`src/rtl/tmr_pkg.sv`:
```
`timescale 1ns/1ps
package tmr_pkg;
  localparam int DATA_W = 16;
  localparam int ADDR_W = 5;
  localparam int MAX_CH = 5;

  localparam logic [ADDR_W-1:0] A_CTRL  = 5'd0;
  localparam logic [ADDR_W-1:0] A_COUNT = 5'd1;
  localparam logic [ADDR_W-1:0] A_VEC   = 5'd2;
  localparam int A_CCTL_BASE = 8;
  localparam int A_CMP_BASE  = 16;
  localparam int A_ADD_BASE  = 24;

  // channel control bit positions
  localparam int B_IE   = 0;
  localparam int B_FLAG = 1;
  localparam int B_MODE = 2;
  localparam int B_OUT  = 3;

  localparam int CODE_W = 4;
  localparam logic [CODE_W-1:0] CODE_NONE = 4'd0;
  localparam logic [CODE_W-1:0] CODE_OVF  = 4'd10;

  function automatic logic [ADDR_W-1:0] ch_addr(input int base, input int k);
    return ADDR_W'(base + k);
  endfunction
endpackage

```
`src/rtl/tmr_counter.sv`:
```
`timescale 1ns/1ps
module tmr_counter #(
  parameter int CNT_W = 16
) (
  input  logic             clk,
  input  logic             rst,
  output logic [CNT_W-1:0] cnt,
  output logic             wrap
);
  always_ff @(posedge clk) begin
    if (rst) cnt <= '0;
    else     cnt <= cnt + 1'b1;
  end

  // high on the clock whose edge takes the counter back to zero
  assign wrap = &cnt;
endmodule

```
`src/rtl/tmr_channel.sv`:
```
`timescale 1ns/1ps
module tmr_channel
  import tmr_pkg::*;
#(
  parameter int CNT_W = 16
) (
  input  logic             clk,
  input  logic             rst,
  input  logic [CNT_W-1:0] cnt,
  input  logic             ctl_wr,
  input  logic             cmp_wr,
  input  logic             cmp_add,
  input  logic [DATA_W-1:0] wdata,
  input  logic             flag_clr,
  output logic [CNT_W-1:0] cmp_q,
  output logic             flag_q,
  output logic             ie_q,
  output logic             mode_q,
  output logic             out_q
);
  logic match;
  assign match = (cnt == cmp_q);

  always_ff @(posedge clk) begin
    if (rst) begin
      cmp_q  <= '0;
      flag_q <= 1'b0;
      ie_q   <= 1'b0;
      mode_q <= 1'b0;
      out_q  <= 1'b0;
    end else begin
      if (cmp_wr)       cmp_q <= wdata[CNT_W-1:0];
      else if (cmp_add) cmp_q <= cmp_q + wdata[CNT_W-1:0];

      if (ctl_wr) begin
        ie_q   <= wdata[B_IE];
        mode_q <= wdata[B_MODE];
      end

      // a match always wins so no event is lost
      if (match)         flag_q <= 1'b1;
      else if (ctl_wr)   flag_q <= wdata[B_FLAG];
      else if (flag_clr) flag_q <= 1'b0;

      if (mode_q && match) out_q <= ~out_q;
      else if (ctl_wr)     out_q <= wdata[B_OUT];
    end
  end
endmodule

```
`src/rtl/tmr_vector.sv`:
```
`timescale 1ns/1ps
module tmr_vector
  import tmr_pkg::*;
#(
  parameter int NUM_CH = 3
) (
  input  logic [NUM_CH-1:0] pend_ch,
  input  logic              pend_ovf,
  output logic [CODE_W-1:0] code,
  output logic [NUM_CH-1:0] sel_ch,
  output logic              sel_ovf
);
  // overflow is weakest; walk channels downward so the lowest wins
  always_comb begin
    code    = CODE_NONE;
    sel_ch  = '0;
    sel_ovf = 1'b0;
    if (pend_ovf) begin
      code    = CODE_OVF;
      sel_ovf = 1'b1;
    end
    for (int k = NUM_CH - 1; k >= 0; k--) begin
      if (pend_ch[k] && k != 0) begin
        code      = CODE_W'(2 * k);
        sel_ch    = '0;
        sel_ch[k] = 1'b1;
        sel_ovf   = 1'b0;
      end
    end
  end
endmodule

```
`src/rtl/tmr_top.sv`:
```
`timescale 1ns/1ps
module tmr_top
  import tmr_pkg::*;
#(
  parameter int CNT_W  = 16,
  parameter int NUM_CH = 3
) (
  input  logic              clk,
  input  logic              rst,
  input  logic [ADDR_W-1:0] bus_addr,
  input  logic              bus_wr,
  input  logic              bus_rd,
  input  logic [DATA_W-1:0] bus_wdata,
  output logic [DATA_W-1:0] bus_rdata,
  input  logic              ch0_ack,
  output logic [NUM_CH-1:0] ch_out,
  output logic              irq_ch0,
  output logic              irq_shared
);
  localparam logic [NUM_CH-1:0] SH_MASK = ~NUM_CH'(1);

  logic [CNT_W-1:0]             cnt;
  logic                         wrap;
  logic [NUM_CH-1:0][CNT_W-1:0] cmp_q;
  logic [NUM_CH-1:0]            flag_q, ie_q, mode_q;
  logic [NUM_CH-1:0]            ctl_wr, cmp_wr, cmp_add, flag_clr;
  logic [NUM_CH-1:0]            pend_ch, sel_ch;
  logic                         ovf_ie, ovf_flag, pend_ovf, sel_ovf;
  logic [CODE_W-1:0]            vec_code;
  logic                         vec_rd, ctrl_wr;
  logic [DATA_W-1:0]            rd_mux;

  assign vec_rd  = bus_rd && (bus_addr == A_VEC);
  assign ctrl_wr = bus_wr && (bus_addr == A_CTRL);

  tmr_counter #(.CNT_W(CNT_W)) u_cnt (
    .clk  (clk),
    .rst  (rst),
    .cnt  (cnt),
    .wrap (wrap)
  );

  for (genvar k = 0; k < NUM_CH; k++) begin : g_ch
    assign ctl_wr[k]   = bus_wr && (bus_addr == ch_addr(A_CCTL_BASE, k));
    assign cmp_wr[k]   = bus_wr && (bus_addr == ch_addr(A_CMP_BASE, k));
    assign cmp_add[k]  = bus_wr && (bus_addr == ch_addr(A_ADD_BASE, k));
    assign flag_clr[k] = (k == 0) ? ch0_ack : (vec_rd && sel_ch[k]);
    assign pend_ch[k]  = flag_q[k] && ie_q[k];

    tmr_channel #(.CNT_W(CNT_W)) u_chan (
      .clk      (clk),
      .rst      (rst),
      .cnt      (cnt),
      .ctl_wr   (ctl_wr[k]),
      .cmp_wr   (cmp_wr[k]),
      .cmp_add  (cmp_add[k]),
      .wdata    (bus_wdata),
      .flag_clr (flag_clr[k]),
      .cmp_q    (cmp_q[k]),
      .flag_q   (flag_q[k]),
      .ie_q     (ie_q[k]),
      .mode_q   (mode_q[k]),
      .out_q    (ch_out[k])
    );
  end

  always_ff @(posedge clk) begin
    if (rst) begin
      ovf_ie   <= 1'b0;
      ovf_flag <= 1'b0;
    end else begin
      if (ctrl_wr) ovf_ie <= bus_wdata[0];
      if (wrap)                    ovf_flag <= 1'b1;
      else if (ctrl_wr)            ovf_flag <= bus_wdata[1];
      else if (vec_rd && sel_ovf)  ovf_flag <= 1'b0;
    end
  end

  assign pend_ovf = ovf_flag && ovf_ie;

  tmr_vector #(.NUM_CH(NUM_CH)) u_vec (
    .pend_ch  (pend_ch),
    .pend_ovf (pend_ovf),
    .code     (vec_code),
    .sel_ch   (sel_ch),
    .sel_ovf  (sel_ovf)
  );

  assign irq_ch0    = pend_ch[0];
  assign irq_shared = pend_ovf || (|(pend_ch & SH_MASK));

  always_comb begin
    rd_mux = '0;
    if (bus_addr == A_CTRL)  rd_mux = DATA_W'({ovf_flag, ovf_ie});
    if (bus_addr == A_COUNT) rd_mux = DATA_W'(cnt);
    if (bus_addr == A_VEC)   rd_mux = DATA_W'(vec_code);
    for (int k = 0; k < NUM_CH; k++) begin
      if (bus_addr == ch_addr(A_CCTL_BASE, k))
        rd_mux = DATA_W'({ch_out[k], mode_q[k], flag_q[k], ie_q[k]});
      if (bus_addr == ch_addr(A_CMP_BASE, k) || bus_addr == ch_addr(A_ADD_BASE, k))
        rd_mux = DATA_W'(cmp_q[k]);
    end
  end

  always_ff @(posedge clk) begin
    if (rst)         bus_rdata <= '0;
    else if (bus_rd) bus_rdata <= rd_mux;
  end
endmodule

```
`config.mk`:
```
export PLATFORM = sky130hd
export DESIGN_NAME = tmr_top
export DESIGN_NICKNAME = d
export VERILOG_FILES = /design/src/rtl/tmr_pkg.sv /design/src/rtl/tmr_counter.sv /design/src/rtl/tmr_channel.sv /design/src/rtl/tmr_vector.sv /design/src/rtl/tmr_top.sv
export SDC_FILE = /design/constraint.sdc
export NUM_CORES = 1
export LEC_CHECK = 0
export ABC_AREA = 1
export BUFFER_PORTS_ARGS = -buffer_cell sky130_fd_sc_hd__buf_2
export CORE_UTILIZATION = 55
export DETAILED_ROUTE_END_ITERATION = 10
export PLACE_DENSITY = 0.73
export SYNTH_ARGS = -nofsm -noshare
export SYNTH_HDL_FRONTEND = slang
export SYNTH_HIERARCHICAL = 1
export SYNTH_SLANG_ARGS = --single-unit
```
`constraint.sdc`:
```
create_clock -name clk -period 1.85 [get_ports clk]
set_input_delay 0.0925 -clock clk [delete_from_list [all_inputs] [get_ports clk]]
set_output_delay 0.0925 -clock clk [all_outputs]
set_load 0.02 [all_outputs]
```
Word level (Yosys, flattened, before mapping)
Index checks and enable logic that the tools add are counted.
- bitwise gates (word level): 3
- equal/unequal tests: 14
- mux-type cells: 41
- add/subtract/negate cells: 4
- reductions and logical operators: 38
- operator list (operator ; count):
    2-to-1 mux 16 bit ; 14
    adder 16 bit ; 3
    == test 16 bit ; 3
    == test 5 bit, second input constant ; 6
    logical AND 1 bit ; 21
    2-to-1 mux 1 bit ; 21
    adder 16 x 1 -> 16 bit, second input constant ; 1
    AND reduction 16 bit ; 1
    == test 5 x 4 -> 1 bit, second input constant ; 3
    2-to-1 mux 4 bit ; 3
    nonzero test 2 bit ; 6
    nonzero test 3 bit ; 4
    2-to-1 mux 3 bit ; 2
    == test 5 x 1 -> 1 bit, second input constant ; 1
    == test 5 x 2 -> 1 bit, second input constant ; 1
    logical NOT 5 bit ; 1
    logical OR 1 bit ; 4
    NOT 1 bit ; 3
    2-to-1 mux 2 bit ; 1
    OR reduction 2 bit ; 1
- output and inout port bits: 21
- input bits: 26
- logic and storage cells: 119
- register bits after elaboration: 94

Depth between registers and ports, before layout
Gate-level depths: netlist of the first run.
- depth after elaboration: 11
- gate-level depth with buffers: 12
- depth with buffers taken out: 11

By module
Netlist of the first run, hierarchy kept.
- modules (own cells, without submodules) (module ; area each (um^2) ; cells each ; times used):
    tmr_channel (g_ch[0].u_chan ...) ; 1898.1 ; 308 ; 2
    tmr_channel (g_ch[2].u_chan) ; 1929.4 ; 310 ; 1
    tmr_top ; 1353.8 ; 218 ; 1
    tmr_counter ; 779.5 ; 116 ; 1
    tmr_vector ; 68.8 ; 12 ; 1

Least setup slack after synthesis of the first run
No wires, ideal clock.
- path kind: reg2reg
- start point: register g_ch[2].u_chan.cmp_q[0]
- end point: register g_ch[2].u_chan.cmp_q[8]
- path slack: 0.175 ns
- path buffers: 0
- arrival time: 1.545 ns
- cell stages (with the launch flop): 11
- data required time: 1.719 ns
- setup time: 0.131 ns
- cells stage by stage: dfxtp_1 > ha_1 > fa_1 > nand2_2 > nand2_2 > and2_4 > nand2_1 > nand2_1 > xor2_1 > nand2_1 > a21oi_2
- longest elaborated chain between the ends: 3
- RTL lines (element ; RTL line ; text):
    start, declared ; tmr_channel.sv:15 ; output logic [CNT_W-1:0] cmp_q,
    start signal, assigned ; tmr_channel.sv:32 ; if (cmp_wr) cmp_q <= wdata[CNT_W-1:0];
    start signal, assigned ; tmr_channel.sv:33 ; else if (cmp_add) cmp_q <= cmp_q + wdata[CNT_W-1:0];
    adder 16 bit ; tmr_channel.sv:33 ;
    2-to-1 mux 16 bit ; tmr_channel.sv:33 ;
    2-to-1 mux 16 bit ; tmr_channel.sv:32 ;
Every way passes these cells. The select of a mux whose other input is x is not followed.
A chain may end at the register's enable or synchronous reset.

Worst setup path in the final report of the first run
- start point: register g_ch[1].u_chan.cmp_q[0]
- end point: register g_ch[1].u_chan.cmp_q[6]
- longest elaborated chain between the ends: 3
- RTL lines (element ; RTL line):
    start, declared ; tmr_channel.sv:15
    start signal, assigned ; tmr_channel.sv:32
    start signal, assigned ; tmr_channel.sv:33
    adder 16 bit ; tmr_channel.sv:33
    2-to-1 mux 16 bit ; tmr_channel.sv:33
    2-to-1 mux 16 bit ; tmr_channel.sv:32
Every way passes these cells. The select of a mux whose other input is x is not followed.

==> results of run 1 <==
==> cell type report <==
type	count	area [um^2]	share of cell area [%]
Clock buffer	9	225	2.53
Clock inverter	6	38.8	0.436
Multi-Input combinational cell	974	5230	58.7
Timing Repair Buffer	102	663	7.45
Inverter	170	638	7.17
Sequential cell	94	1880	21.1
Tap cell	180	225	2.53
==> cell usage in the layout, fill, tap and decap left out, drive strengths merged <==
master / count
nand2: 391
inv: 170
nor2: 134
buf: 102
dfxtp: 94
a21oi: 93
nand3: 82
ha: 46
a22oi: 45
xor2: 32
o21ai: 32
xnor2: 23
a31oi: 22
nand4: 22
or2: 14
nand3b: 12
nor3: 11
clkbuf: 9
clkinv: 4
and2: 3
mux2i: 3
fa: 3
clkinvlp: 2
o21a: 2
o21bai: 2
a211oi: 1
conb: 1
==> worst reg2reg max path: stages, from the launching register on <==
cell      delay (ns)
dfxtp_1         0.32
ha_1            0.22
fa_2            0.35
nand2_1         0.08
nand2_1         0.09
nand3b_1        0.12
nand2_2         0.09
or2_0           0.21
nand3_1         0.07
a21oi_1         0.05
==> flip-flops by register name, indices dropped and copies added (netlist names) <==
name                cells
bus_rdata              16
g_ch.u_chan/cmp_q      48
g_ch.u_chan/flag_q      3
g_ch.u_chan/ie_q        3
g_ch.u_chan/mode_q      3
g_ch.u_chan/out_q       3
ovf_flag                1
ovf_ie                  1
u_cnt/cnt              16
==> power by group <==
group,switching [mW],internal (mW),leakage (nW)
Sequential,0.0440,2.07,0.763
Clock,0.837,0.902,0.127
Combinational,0.541,0.272,3.56
Total,1.42,3.25,4.45
==> worst paths after layout <==
check                                             from                              endpoint
hold reg to reg              bus_rdata[3]$_SDFFE_PP0P_             bus_rdata[3]$_SDFFE_PP0P_
setup / recovery  g_ch[1].u_chan/cmp_q[0]$_SDFFE_PP0P_  g_ch[1].u_chan/cmp_q[6]$_SDFFE_PP0P_
hold / removal                                 ch0_ack    g_ch[0].u_chan/flag_q$_SDFFE_PP0P_
setup reg to reg  g_ch[1].u_chan/cmp_q[0]$_SDFFE_PP0P_  g_ch[1].u_chan/cmp_q[6]$_SDFFE_PP0P_
==> metal layers <==
metal  GRT usage (%)  wire (um)
met2            49.7      10200
met3            5.24       1470
met1            46.1      11300
met4            13.8        919
met5               0          0
==> results.sh, run 1 <==
export IMPL_rsz0062_at_grt="false"
export IMPL_leakage_nw=4.45
export IMPL_period_needed_ns=1.72
export IMPL_rows=43
export IMPL_final_area_mm2=0.00890
export IMPL_p_per_area_mw_per_mm2=525
export IMPL_worst_r2r_setup_slack_ns=0.13
export IMPL_slew_headroom_pct=50.2
export IMPL_grt_overflow_total=0
export IMPL_final_nets=1426
export IMPL_drive_gt1_share_pct=14.2
export IMPL_hold_depth=4
export IMPL_post_place_ws_ns=0.106
export IMPL_wl_per_cell_um=15.6
export IMPL_grt_pass1_vias=7355
export IMPL_avgSynthCellArea_um2=6.23
export IMPL_placed_area_mm2=0.00862
export IMPL_netlist_area_mm2=0.00792
export IMPL_dp_hpwl_mm=18.6
export IMPL_stdcell_count=1535
export IMPL_status="complete, no violations"
export IMPL_drt_first_pass_iters=9
export IMPL_clk_pin_slew_worst_paths_ns=0.07
export IMPL_maxClockFrequency_ghz=0.581
export IMPL_worstPathMaxFanout=4
export IMPL_setup_violations=0
export IMPL_clock_skew_ns=0.00943
export IMPL_r2r_cells=9
export IMPL_finalMaxSlewViolations=0
export IMPL_clockRootBuffer="clkbuf_16"
export IMPL_power_mw=4.67
export IMPL_post_route_util_pct=63.6
export IMPL_endpoint_kind="flop"
export IMPL_hold_worst_slack_ns=0.0771
export IMPL_io_buffers=46
export IMPL_drt_iter0_markers=851
export IMPL_grt_max_degree=29
export IMPL_cp_required_ns=2.08
export IMPL_fillers=1353
export IMPL_critPathKind="reg2reg"
export IMPL_syn_nets=1346
export IMPL_wl_mm=23.9
export IMPL_startpoint_type="flop"
export IMPL_cts_hold_buf=0
export IMPL_track_usage_pct=32.9
export IMPL_crit_path_top_delay_cell="fa_2"
export IMPL_dp_cells=1520
export IMPL_numCtsBuffers=9
export IMPL_core_area_mm2=0.0140
export IMPL_clk_path_buf_depth=2
export IMPL_setup_tns_ns=0
export IMPL_cp_top_family="simple AND/OR/NAND/NOR gates"
export IMPL_gp_congestion=0.938
export IMPL_route_detailed_drc=0
export IMPL_worstMarginPinSlew_ns=0.746
export IMPL_detail_route_antenna_nets=0
export IMPL_cpMostUsedCell="nand2_1"
export IMPL_grt_pass1_wl_mm=37.6
export IMPL_cts_resized=0
export IMPL_post_cts_setup_buffers=0
export IMPL_grt_antenna_before_repair=0
export IMPL_path_buf_inv=0
export IMPL_clock_sinks=94
export IMPL_cap_violations=0
export IMPL_die_height_um=122
export IMPL_path_cells="ha_1, fa_2, nand2_1, nand2_1, nand3b_1, nand2_2, or2_0, nand3_1, a21oi_1"
export IMPL_hp_class="in2reg"
export IMPL_clock_latency_ns=0.36
export IMPL_ir_drop_mv=0.487
export IMPL_slowest_delay_ns=0.35
export IMPL_setup_ws_ns=0.128
export IMPL_yosys_warnings=6
export IMPL_arrival_ns=1.95
export IMPL_tritoncts="yes"
export IMPL_die_area_mm2=0.0149
export IMPL_hold_violations=0
export IMPL_num_vias=8434
export IMPL_die_x_um=122
export IMPL_cp_depth=9
export IMPL_fin_crit_sh_pct=93.1
export IMPL_antenna_cells=0
export IMPL_ios=47
export IMPL_via_per_inst=5.49
export IMPL_syn_inst=1271
export IMPL_start_util_pct=56.6
export IMPL_syn_to_final_growth_pct=12.4
export IMPL_htree_levels=3
Note: power is estimated with default switching activity, not from simulation.
==> inputs of run 2 (changes only) <==
CORE_MARGIN = 2   (was unset)
==> results.sh, run 2 (synthesis gave the netlist of run 1 again) <==
export IMPL_status="complete, no violations"
export IMPL_core_area_mm2=0.0140
export IMPL_path_buf_inv=0
export IMPL_grt_antenna_before_repair=0
export IMPL_multiInputGateArea_mm2=0.00524
export IMPL_final_cell_mix="370 x nand2_1, 147 x inv_1, 113 x nor2_1, 91 x dfxtp_1, 90 x a21oi_1"
export IMPL_via_per_inst=5.59
export IMPL_maxClockFrequency_ghz=0.580
export IMPL_final_area_mm2=0.00889
export IMPL_gp_congestion=0.959
export IMPL_cts_hold_buf=0
export IMPL_route_detailed_drc=0
export IMPL_tritoncts="yes"
export IMPL_setup_tns_ns=0
export IMPL_clk_pin_slew_worst_paths_ns=0.07
export IMPL_numCtsBuffers=9
export IMPL_wl_mm=24.3
export IMPL_io_buffers=46
export IMPL_startpoint_type="flop"
export IMPL_fin_crit_sh_pct=93.2
export IMPL_setup_violations=0
export IMPL_antenna_cells=0
export IMPL_regMostFlops="g_ch.u_chan/cmp_q"
export IMPL_hp_class="in2reg"
export IMPL_placed_area_mm2=0.00858
export IMPL_drt_first_pass_iters=5
export IMPL_finalMaxSlewViolations=0
export IMPL_worstMarginPinSlew_ns=0.764
export IMPL_cap_violations=0
export IMPL_fillers=1366
export IMPL_worst_r2r_setup_slack_ns=0.13
export IMPL_clockRootBuffer="clkbuf_16"
export IMPL_arrival_ns=2.01
export IMPL_worstPathMaxFanout=4
export IMPL_hold_worst_slack_ns=0.0823
export IMPL_wl_per_cell_um=15.9
export IMPL_crit_path_top_delay_cell="fa_2"
export IMPL_drt_iter0_markers=905
export IMPL_clk_path_buf_depth=2
export IMPL_rows=43
export IMPL_hold_violations=0
export IMPL_clock_latency_ns=0.36
export IMPL_drive_gt1_share_pct=14.1
export IMPL_dp_cells=1513
export IMPL_slew_headroom_pct=49.0
export IMPL_path_cells="ha_1, fa_2, nand2_1, nand2_1, nand3b_1, nand2_2, nand2_2, nand2_1, nand2_1, nand3_1, a21oi_1"
export IMPL_ff_latch_area_mm2=0.00189
export IMPL_ir_drop_mv=0.542
export IMPL_grt_pass1_wl_mm=38.2
export IMPL_clock_skew_ns=0.00928
export IMPL_die_x_um=124
export IMPL_track_usage_pct=32.4
export IMPL_syn_to_final_growth_pct=12.2
export IMPL_cpMostUsedCell="nand2_1"
export IMPL_leakage_nw=4.42
export IMPL_endpoint_kind="flop"
export IMPL_final_nets=1420
export IMPL_clock_sinks=94
export IMPL_reg_top3="g_ch.u_chan/cmp_q (48), bus_rdata (16), u_cnt/cnt (16)"
export IMPL_layout_commonest_cell="nand2_1"
export IMPL_detail_route_antenna_nets=0
export IMPL_slowest_delay_ns=0.36
export IMPL_cp_required_ns=2.13
export IMPL_cp_top_family="simple AND/OR/NAND/NOR gates"
export IMPL_start_util_pct=56.6
export IMPL_die_height_um=124
export IMPL_grt_pass1_vias=7379
export IMPL_grt_overflow_total=0
export IMPL_dp_hpwl_mm=18.7
export IMPL_num_vias=8552
export IMPL_critPathKind="reg2reg"
export IMPL_period_needed_ns=1.72
export IMPL_largest_register_ffs=48
export IMPL_grt_max_degree=49
export IMPL_stdcell_count=1529
export IMPL_power_mw=4.73
export IMPL_htree_levels=3
export IMPL_die_area_mm2=0.0154
export IMPL_ios=47
export IMPL_p_per_area_mw_per_mm2=532
[run 2: cell count changes in the layout (fill, tap and decap cells not counted), moves of 2 or more]
cell and change:
nand2_2 +4, clkbuf_1 +2, dfxtp_1 -2, nand2_1 -4, dfxtp_2 +2, clkinv_2 -2, buf_4 -7
[run 2: worst reg2reg max path: cells and delay by family, from the launching register on]
family / cells / cell delay, ns
AOI/OAI and AO/OA: 1 / 0.12
adders and majority gates: 2 / 0.59
DFF: 1 / 0.32
and+or+nand+nor: 8 / 0.61
[run 2: path summary, 6_finish.rpt]
path / startpoint / to / depth (start not counted)
max: g_ch[0].u_chan/cmp_q[0]$_SDFFE_PP0P_ / g_ch[0].u_chan/cmp_q[14]$_SDFFE_PP0P_ / 11
max reg2reg: g_ch[0].u_chan/cmp_q[0]$_SDFFE_PP0P_ / g_ch[0].u_chan/cmp_q[14]$_SDFFE_PP0P_ / 11
min: ch0_ack / g_ch[0].u_chan/flag_q$_SDFFE_PP0P_ / 4
min reg2reg: ovf_flag$_SDFFE_PP0P_ / ovf_flag$_SDFFE_PP0P_ / 2
[run 2: per-layer routing]
metal / track usage [%] / routed length, um
met5: 0 / 0
met4: 9.83 / 559
met3: 4.53 / 1710
met2: 52.1 / 10800
met1: 45.0 / 11200
[run 2: repair_timing]
item / in CTS / in global routing
buffers inserted: 0 / 1
hold endpoints to repair: 0 / 0
resized for setup: 0 / 15
setup endpoints to repair: 0 / 20
[run 2: layout make-up]
cell class | count | share of cell area (%)
multi-input cells | 974 | 59.0
flip-flops and latches | 94 | 21.2
inverters | 170 | 7.18
repair buffers | 96 | 7.10
clock buffers | 12 | 2.77
well taps | 180 | 2.53
clock inverters | 3 | 0.239
[run 2: per-stage QoR]
stage,util (%),setup slack (ns)
floorplan,-,0.175
global placement,61.3,0.142
detailed placement,61.3,0.0863
CTS,63.2,0.0578
global route,63.5,-0.00899
finish,63.5,0.125
[run 2: power by group]
part           switching [mW]  total [mW]  internal, mW
sequential             0.0480        2.12          2.07
combinational           0.543       0.817         0.274
clock                   0.848        1.79         0.944
